<file path="config.mk">
export PLATFORM = sky130hd
export DESIGN_NAME = pipe_ctrl_chain
export DESIGN_NICKNAME = d
export VERILOG_FILES = /design/src/rtl/ctrl_pkg.sv /design/src/rtl/ctrl_decode.sv /design/src/rtl/idex_stage.sv /design/src/rtl/exmem_stage.sv /design/src/rtl/memwb_stage.sv /design/src/rtl/pipe_ctrl_chain.sv
export SDC_FILE = /design/constraint.sdc
export NUM_CORES = 1
export LEC_CHECK = 0
export BUFFER_PORTS_ARGS = -buffer_cell sky130_fd_sc_hd__buf_2
export CAP_MARGIN = 10
export CORE_MARGIN = 4
export CORE_UTILIZATION = 40
export DETAILED_ROUTE_END_ITERATION = 10
export PLACE_DENSITY = 0.68
export SLEW_MARGIN = 30
export SYNTH_ARGS = -nofsm -noshare
export SYNTH_HDL_FRONTEND = slang
export SYNTH_SLANG_ARGS = --single-unit
</file>
<file path="constraint.sdc">
create_clock -name clk -period 4 [get_ports clk]
set_clock_uncertainty 0.1 [all_clocks]
set_input_delay 0.4 -clock clk [delete_from_list [all_inputs] [get_ports clk]]
set_output_delay 0.4 -clock clk [all_outputs]
set_load 0.02 [all_outputs]
</file>
<file path="src/rtl/ctrl_pkg.sv">
package ctrl_pkg;
  localparam int OPC_W   = 6;
  localparam int ALUOP_W = 2;

  localparam logic [OPC_W-1:0] OPC_RTYPE = 6'h00;
  localparam logic [OPC_W-1:0] OPC_LOAD  = 6'h23;
  localparam logic [OPC_W-1:0] OPC_STORE = 6'h2B;
  localparam logic [OPC_W-1:0] OPC_BEQ   = 6'h04;

  localparam logic [ALUOP_W-1:0] ALU_ADD  = 2'b00;
  localparam logic [ALUOP_W-1:0] ALU_SUB  = 2'b01;
  localparam logic [ALUOP_W-1:0] ALU_FUNC = 2'b10;

  typedef struct packed {
    logic               dst_sel;
    logic               alu_imm;
    logic [ALUOP_W-1:0] alu_op;
  } ex_ctl_t;

  typedef struct packed {
    logic branch;
    logic mrd;
    logic mwr;
  } mem_ctl_t;

  typedef struct packed {
    logic rwr;
    logic m2r;
  } wb_ctl_t;

  localparam ex_ctl_t  EX_NOP  = '0;
  localparam mem_ctl_t MEM_NOP = '0;
  localparam wb_ctl_t  WB_NOP  = '0;
endpackage

</file>
<file path="src/rtl/ctrl_decode.sv">
module ctrl_decode
  import ctrl_pkg::*;
(
  input  logic [OPC_W-1:0] opcode,
  output ex_ctl_t          ex_o,
  output mem_ctl_t         mem_o,
  output wb_ctl_t          wb_o
);
  always_comb begin
    ex_o  = EX_NOP;
    mem_o = MEM_NOP;
    wb_o  = WB_NOP;
    unique case (opcode)
      OPC_RTYPE: begin
        ex_o.dst_sel = 1'b1;
        ex_o.alu_op  = ALU_FUNC;
        wb_o.rwr     = 1'b1;
      end
      OPC_LOAD: begin
        ex_o.alu_imm = 1'b1;
        ex_o.alu_op  = ALU_ADD;
        mem_o.mrd    = 1'b1;
        wb_o.rwr     = 1'b1;
        wb_o.m2r     = 1'b1;
      end
      OPC_STORE: begin
        ex_o.alu_imm = 1'b1;
        ex_o.alu_op  = ALU_ADD;
        mem_o.mwr    = 1'b1;
      end
      OPC_BEQ: begin
        ex_o.alu_op  = ALU_SUB;
        mem_o.branch = 1'b1;
      end
      default: ;
    endcase
  end

  // a memory access is either a read or a write, never both
  always_comb begin
    assert_no_rdwr_R3: assert (!(mem_o.mrd && mem_o.mwr));
  end
endmodule

</file>
<file path="src/rtl/idex_stage.sv">
module idex_stage
  import ctrl_pkg::*;
#(
  parameter int IDX_W = 5
) (
  input  logic             clk,
  input  logic             rst,
  input  logic             bubble,
  input  ex_ctl_t          ex_d,
  input  mem_ctl_t         mem_d,
  input  wb_ctl_t          wb_d,
  input  logic [IDX_W-1:0] rt_d,
  input  logic [IDX_W-1:0] rd_d,
  output ex_ctl_t          ex_q,
  output mem_ctl_t         mem_q,
  output wb_ctl_t          wb_q,
  output logic [IDX_W-1:0] rt_q,
  output logic [IDX_W-1:0] rd_q
);
  always_ff @(posedge clk) begin
    if (rst || bubble) begin
      ex_q  <= EX_NOP;
      mem_q <= MEM_NOP;
      wb_q  <= WB_NOP;
      rt_q  <= '0;
      rd_q  <= '0;
    end else begin
      ex_q  <= ex_d;
      mem_q <= mem_d;
      wb_q  <= wb_d;
      rt_q  <= rt_d;
      rd_q  <= rd_d;
    end
  end

  // a stall or flush leaves an all-zero bubble in execute
  assert_bubble_R9: assert property (@(posedge clk) disable iff (rst)
    bubble |=> (ex_q == EX_NOP && mem_q == MEM_NOP && wb_q == WB_NOP));

  // without a bubble the decoded bundles are taken over unchanged
  assert_ex_follow_R6: assert property (@(posedge clk) disable iff (rst)
    !bubble |=> (ex_q == $past(ex_d) && mem_q == $past(mem_d) && wb_q == $past(wb_d)));

  // reset clears the register
  assert_reset_R11: assert property (@(posedge clk)
    rst |=> (ex_q == EX_NOP && mem_q == MEM_NOP && wb_q == WB_NOP));
endmodule

</file>
<file path="src/rtl/exmem_stage.sv">
module exmem_stage
  import ctrl_pkg::*;
#(
  parameter int IDX_W = 5
) (
  input  logic             clk,
  input  logic             rst,
  input  logic             flush,
  input  logic             dst_sel,
  input  mem_ctl_t         mem_d,
  input  wb_ctl_t          wb_d,
  input  logic [IDX_W-1:0] rt_d,
  input  logic [IDX_W-1:0] rd_d,
  input  logic             zero_d,
  output mem_ctl_t         mem_q,
  output wb_ctl_t          wb_q,
  output logic [IDX_W-1:0] dest_q,
  output logic             pcsrc
);
  logic [IDX_W-1:0] dest_sel;
  logic             zero_q;

  assign dest_sel = dst_sel ? rd_d : rt_d;

  always_ff @(posedge clk) begin
    if (rst || flush) begin
      mem_q  <= MEM_NOP;
      wb_q   <= WB_NOP;
      dest_q <= '0;
      zero_q <= 1'b0;
    end else begin
      mem_q  <= mem_d;
      wb_q   <= wb_d;
      dest_q <= dest_sel;
      zero_q <= zero_d;
    end
  end

  assign pcsrc = mem_q.branch & zero_q;

  // a taken branch requires a branch in the memory stage
  assert_pcsrc_branch_R8: assert property (@(posedge clk) disable iff (rst)
    pcsrc |-> mem_q.branch);

  // a branch with zero seen in execute is taken one stage later
  assert_pcsrc_taken_R8: assert property (@(posedge clk) disable iff (rst)
    (!flush && mem_d.branch && zero_d) |=> pcsrc);

  // destination chosen by the select line
  assert_dest_rd_R7: assert property (@(posedge clk) disable iff (rst)
    (!flush && dst_sel) |=> dest_q == $past(rd_d));
  assert_dest_rt_R7: assert property (@(posedge clk) disable iff (rst)
    (!flush && !dst_sel) |=> dest_q == $past(rt_d));

  // flush empties the memory stage
  assert_flush_R10: assert property (@(posedge clk) disable iff (rst)
    flush |=> (mem_q == MEM_NOP && wb_q == WB_NOP && !pcsrc));

  // bundles move on untouched
  assert_mem_follow_R6: assert property (@(posedge clk) disable iff (rst)
    !flush |=> (mem_q == $past(mem_d) && wb_q == $past(wb_d)));
endmodule

</file>
<file path="src/rtl/memwb_stage.sv">
module memwb_stage
  import ctrl_pkg::*;
#(
  parameter int IDX_W = 5
) (
  input  logic             clk,
  input  logic             rst,
  input  wb_ctl_t          wb_d,
  input  logic [IDX_W-1:0] dest_d,
  output wb_ctl_t          wb_q,
  output logic [IDX_W-1:0] dest_q
);
  always_ff @(posedge clk) begin
    if (rst) begin
      wb_q   <= WB_NOP;
      dest_q <= '0;
    end else begin
      wb_q   <= wb_d;
      dest_q <= dest_d;
    end
  end

  // write-back bundle and index follow one clock behind memory
  assert_wb_follow_R6: assert property (@(posedge clk) disable iff (rst)
    1'b1 |=> (wb_q == $past(wb_d) && dest_q == $past(dest_d)));
endmodule

</file>
<file path="src/rtl/pipe_ctrl_chain.sv">
module pipe_ctrl_chain
  import ctrl_pkg::*;
#(
  parameter int IDX_W = 5
) (
  input  logic               clk,
  input  logic               rst,
  input  logic [OPC_W-1:0]   opcode,
  input  logic [IDX_W-1:0]   rt_idx,
  input  logic [IDX_W-1:0]   rd_idx,
  input  logic               stall,
  input  logic               flush,
  input  logic               alu_zero,
  output logic               ex_dst_sel,
  output logic               ex_alu_imm,
  output logic [ALUOP_W-1:0] ex_alu_op,
  output logic               mem_branch,
  output logic               mem_read,
  output logic               mem_write,
  output logic               mem_pcsrc,
  output logic [IDX_W-1:0]   mem_dest,
  output logic               wb_reg_write,
  output logic               wb_mem_to_reg,
  output logic [IDX_W-1:0]   wb_dest
);
  ex_ctl_t          dec_ex;
  mem_ctl_t         dec_mem;
  wb_ctl_t          dec_wb;
  ex_ctl_t          x_ex;
  mem_ctl_t         x_mem;
  wb_ctl_t          x_wb;
  logic [IDX_W-1:0] x_rt;
  logic [IDX_W-1:0] x_rd;
  mem_ctl_t         m_mem;
  wb_ctl_t          m_wb;
  logic [IDX_W-1:0] m_dest;
  wb_ctl_t          w_wb;
  logic [IDX_W-1:0] w_dest;

  ctrl_decode u_dec (
    .opcode (opcode),
    .ex_o   (dec_ex),
    .mem_o  (dec_mem),
    .wb_o   (dec_wb)
  );

  idex_stage #(.IDX_W(IDX_W)) u_idex (
    .clk    (clk),
    .rst    (rst),
    .bubble (stall | flush),
    .ex_d   (dec_ex),
    .mem_d  (dec_mem),
    .wb_d   (dec_wb),
    .rt_d   (rt_idx),
    .rd_d   (rd_idx),
    .ex_q   (x_ex),
    .mem_q  (x_mem),
    .wb_q   (x_wb),
    .rt_q   (x_rt),
    .rd_q   (x_rd)
  );

  exmem_stage #(.IDX_W(IDX_W)) u_exmem (
    .clk     (clk),
    .rst     (rst),
    .flush   (flush),
    .dst_sel (x_ex.dst_sel),
    .mem_d   (x_mem),
    .wb_d    (x_wb),
    .rt_d    (x_rt),
    .rd_d    (x_rd),
    .zero_d  (alu_zero),
    .mem_q   (m_mem),
    .wb_q    (m_wb),
    .dest_q  (m_dest),
    .pcsrc   (mem_pcsrc)
  );

  memwb_stage #(.IDX_W(IDX_W)) u_memwb (
    .clk    (clk),
    .rst    (rst),
    .wb_d   (m_wb),
    .dest_d (m_dest),
    .wb_q   (w_wb),
    .dest_q (w_dest)
  );

  assign ex_dst_sel    = x_ex.dst_sel;
  assign ex_alu_imm    = x_ex.alu_imm;
  assign ex_alu_op     = x_ex.alu_op;
  assign mem_branch    = m_mem.branch;
  assign mem_read      = m_mem.mrd;
  assign mem_write     = m_mem.mwr;
  assign mem_dest      = m_dest;
  assign wb_reg_write  = w_wb.rwr;
  assign wb_mem_to_reg = w_wb.m2r;
  assign wb_dest       = w_dest;

  // an unknown opcode enters execute as a no-op
  assert_unknown_nop_R5: assert property (@(posedge clk) disable iff (rst)
    (opcode != OPC_RTYPE && opcode != OPC_LOAD && opcode != OPC_STORE &&
     opcode != OPC_BEQ) |=> (!ex_dst_sel && !ex_alu_imm && ex_alu_op == '0));
endmodule

</file>
Word level (Yosys, flattened, before mapping):

Cells that the tools add are included.

* flip-flop bits (word level): 35
* word-level logic and storage cells: 36
* output and inout bits: 20
* bits of input ports: 21

* equality and inequality tests: 3
* bitwise operators: 2
* muxes and demuxes: 8
* reduce and logical (&&, ||, !) cells: 5

Operators by type and width (count)
* equality test 6 bit (second input constant): 2
* equality test 6 x 3 -> 1 bit (second input constant): 1
* zero test 6 bit: 1
* two-way mux 1 bit: 6
* two-way mux 5 bit: 1
* one-hot mux 2 bit (2 select lines): 1
* OR reduction 2 bit: 2
* logical OR 1 bit: 2
* AND 1 bit: 1
* bitwise OR 1 bit: 1

Longest topological paths before layout:

* depth after elaboration: 3
* depth in mapped cells: 4
* depth with buffers taken out: 2

By module:

From an unflattened synthesis, not the netlist that was laid out.

* cells, all modules: 101
* area, all modules: 1270.0 µm²

By module, submodules not included
* idex_stage: area each 626.9 µm², times used 1, cells each 42, sequential area each 380.4 µm²
* exmem_stage: area each 352.8 µm², times used 1, cells each 31, sequential area each 220.2 µm²
* memwb_stage: area each 183.9 µm², times used 1, cells each 14, sequential area each 140.1 µm²
* ctrl_decode: area each 100.1 µm², times used 1, cells each 13, sequential area each 0.0 µm²
* pipe_ctrl_chain: area each 6.3 µm², times used 1, cells each 1, sequential area each 0.0 µm²

Worst setup path after synthesis:

No wires, ideal clock.

* path kind: input to register
* from: input opcode[2]
* to: register u_idex.wb_q[1] (netlist name)
* required time: 3.800 ns
* stages: 3
* buffers on the path: 1
* library setup time: 0.100 ns
* arrival time: 1.337 ns
* setup slack: 2.464 ns
* cell sequence: or4_4 -> buf_6 -> a2111oi_4

* cells in the longest elaborated chain, start to end: 3
* elaborated cells on any way between the ends: 4
* classes of those cells: 1 x eq/ne; 1 x mux; 2 x reduce/logical

Ends and longest elaborated chain
* start: declaration: RTL line pipe_ctrl_chain.sv:8 `input logic [OPC_W-1:0] opcode,`
* equality test 6 bit or zero test 6 bit (tied branches): RTL line ctrl_decode.sv:13 `unique case (opcode)`
* OR reduction 2 bit (no source line) (*)
* two-way mux 1 bit (*): RTL line ctrl_decode.sv:13
* end signal: assignment: RTL line idex_stage.sv:30 `wb_q <= wb_d;`
* end: declaration: RTL line idex_stage.sv:16 `output wb_ctl_t wb_q,`

Every way passes the cells marked *; elsewhere a longest branch is shown, timed or not.
A chain may end at the register's enable or synchronous reset.

Final worst setup path:

* from: register u_idex.ex_q[3] (netlist name)
* to: output ex_dst_sel

RTL lines
* start: declaration: RTL line idex_stage.sv:14 `output ex_ctl_t ex_q,`
* start signal: assignment: RTL line idex_stage.sv:22 `ex_q <= EX_NOP;`
* start signal: assignment: RTL line idex_stage.sv:28 `ex_q <= ex_d;`
* end: declaration: RTL line pipe_ctrl_chain.sv:14 `output logic ex_dst_sel,`

No word-level cell between the ends.

==> impl_metrics.json <==
{
  "synth_edf_count": 0,
  "core_area_um2": 2500,
  "die_h_um": 59.44,
  "fin_area_um2": 1330,
  "cp_top_family": "flip-flops",
  "crit_buf_inv": 1,
  "slowest_delay_ns": 0.50,
  "r2r_cells": 2,
  "placed_cell_area_um2": 1266,
  "syn_inst": 89,
  "cp_data_arrival_time_ns": 1.06,
  "fin_crit_ns": 1.557,
  "hold_end": "u_idex.rt_q[2]$_SDFF_PP0_",
  "cts.repair.resized": 0,
  "initial_core_util_pct": 42.34,
  "postCtsSetupRepairBufs": 0,
  "yosys.area.top_type": "dfxtp_1",
  "tightest_slew_ns": 0.4263,
  "max_freq_mhz": 642.3,
  "clk_latency_ns": 0.33,
  "crit_chain": "buf_2",
  "setup_viol": 0,
  "num-nets-final": 152,
  "antenna_found_initial": 0,
  "ir_drop_uv": 320.1,
  "track_usage_pct": 11.84,
  "end_kind": "primary output",
  "cts_made_buffers": 5,
  "synth_nets": 110,
  "synthTopCellsByCount": "34 x dfxtp_1, 16 x and2_1, 7 x nor2b_1",
  "status": "finished, final reports clean",
  "avgSynthCellArea_um2": 11.89,
  "met2_length_um": 841,
  "drtIter0Drc": 8,
  "ys_ff_latch": 34,
  "ant_nets": 0,
  "p_leak_nw": 0.5960,
  "grt_pass1_vias": 673,
  "drv_cap": 0,
  "tritoncts": "yes",
  "dpl.hpwl_um": 1381,
  "yosysMostFrequentCell": "dfxtp_1",
  "synthToLayoutAreaGrowth_pct": 25.65,
  "cp-start-kind": "flop",
  "regToRegStartpoint": "u_idex.ex_q[3]$_SDFF_PP0_",
  "wl_met3_um": 160,
  "diodes": 0,
  "slowest_stage": "dfxtp_1",
  "p_per_area_nw_per_um2": 422.5,
  "rsz0062_at_grt": "false",
  "drt-met1-wl_um": 677,
  "path_max_fanout": 6,
  "finalHoldViolCount": 0,
  "grt_pass1_wl_um": 2891,
  "drv_slew": 0,
  "p_total_mw": 0.5620,
  "cts_hold_buf": 0,
  "slew_headroom_pct": 71.42,
  "avgViaCountPerCell": 4.438,
  "cts.sinks": 34,
  "synth-async-reset-ratio_pct": 0,
  "r2r_setup_slack_ns": 3.03,
  "period_share_pct": 38.92,
  "rr_endpoint": "u_exmem.dest_q[1]$_SDFF_PP0_",
  "yosysSeqAreaShare_pct": 64.30,
  "yosysUniqueCellTypes": 22,
  "min_from": "rt_idx[2]",
  "setup_tns_ns": 0,
  "htreeDepth": 2,
  "top_layer_used": "met4",
  "port_buffers": 40,
  "cts-root-buf": "clkbuf_4",
  "cts_buffer_depth": 2,
  "min_path_type": "input port to flop",
  "worst-setup-path-type": "flop to primary output",
  "drt_first_pass_iters": 4,
  "crit_required_ns": 3.50,
  "ios": 41,
  "grt_overflow": 0,
  "wl_um": 1743,
  "synth.top_cell.area_share_pct": 64.30,
  "place_congestion": 0.7690,
  "utilization_pct": 53.20,
  "die-area_um2": 3533,
  "yosysWarnings": 0,
  "synth_area_um2": 1059,
  "drive_gt1_share_pct": 40.15,
  "vias": 719,
  "hold_depth": 2,
  "grt_max_degree": 12,
  "die_w_um": 59.44,
  "synth_area_leaders": "dfxtp_1 64%, and2_1 9.5%, mux2i_1 4.7%",
  "clkSlewWorstSetupHoldPaths_ns": 0.10,
  "ys.flop_type": "dfxtp_1",
  "rows": 18,
  "wl_per_cell_um": 10.76,
  "drc": 0
}
## layout by cell type, fill, tap and decap left out, types with 4 or more instances in the layout
| master | instances |
|---|---|
| buf_2 | 40 |
| clkbuf_4 | 5 |
| nor4_1 | 4 |
| mux2i_1 | 5 |
| and2_1 | 16 |
| nor2_1 | 6 |
| nor2b_1 | 7 |
| dfxtp_1 | 34 |
## cells by family after synthesis
group           share of synthesized area [%]
compound gates                          2.601
buf+inv                                 3.191
flops                                   64.30
mux                                     4.728
simple gates                            25.18
## layout make-up
type	count	area (um^2)
fillers	222	1170
multi-input cells	49	344.1
inverters	1	3.754
well taps	30	37.54
flip-flops and latches	34	680.7
clock inverters	2	12.51
repair buffers	40	200.2
clock buffers	6	51.30
## power breakdown
part / internal, mW / total (mW) / switching (mW)
clock network: 0.0844 / 0.192 / 0.107
registers: 0.342 / 0.343 / 0.00105
logic: 0.0122 / 0.0269 / 0.0147
total: 0.439 / 0.562 / 0.123
## metrics by stage
step | hold slack (ns) | setup WS [ns] | cells
detailed placement | 0.3166 | 2.340 | 154
floorplan | 0.3057 | 2.464 | 89
CTS | 0.1372 | 2.410 | 162
global route | 0.1271 | 2.380 | 162
global placement | 0.3154 | 2.372 | 154
finish | 0.1592 | 2.443 | 162
## flip-flops by register name (all words and copies together), names as in the netlist
register / cells
u_idex.rt_q: 5
u_idex.mem_q: 2
u_exmem.mem_q: 2
u_idex.rd_q: 5
u_idex.ex_q: 4
u_memwb.wb_q: 2
u_exmem.zero_q: 1
u_idex.wb_q: 1
u_exmem.dest_q: 5
u_memwb.dest_q: 5
u_exmem.wb_q: 2
## how the worst max path moves through the flow
stage                                           end                       from  cells past startpoint
after floorplan           u_idex.wb_q[1]$_SDFF_PP0_                  opcode[2]                      3
after global placement    u_idex.wb_q[1]$_SDFF_PP0_                        rst                      3
after detailed placement  u_idex.wb_q[1]$_SDFF_PP0_                        rst                      3
after CTS                                ex_dst_sel  u_idex.ex_q[3]$_SDFF_PP0_                      1
after global routing                     ex_dst_sel  u_idex.ex_q[3]$_SDFF_PP0_                      1
final                                    ex_dst_sel  u_idex.ex_q[3]$_SDFF_PP0_                      1
## routing by layer
| layer | vias to the layer above | track usage (%) |
|---|---|---|
| met4 | 0 | 9.709 |
| met1 | 315 | 12.55 |
| met2 | 27 | 17.32 |
| li1 | 371 | - |
| met3 | 6 | 6.100 |
| met5 | - | 0 |
No activity file was read; power rests on OpenSTA's default activity.
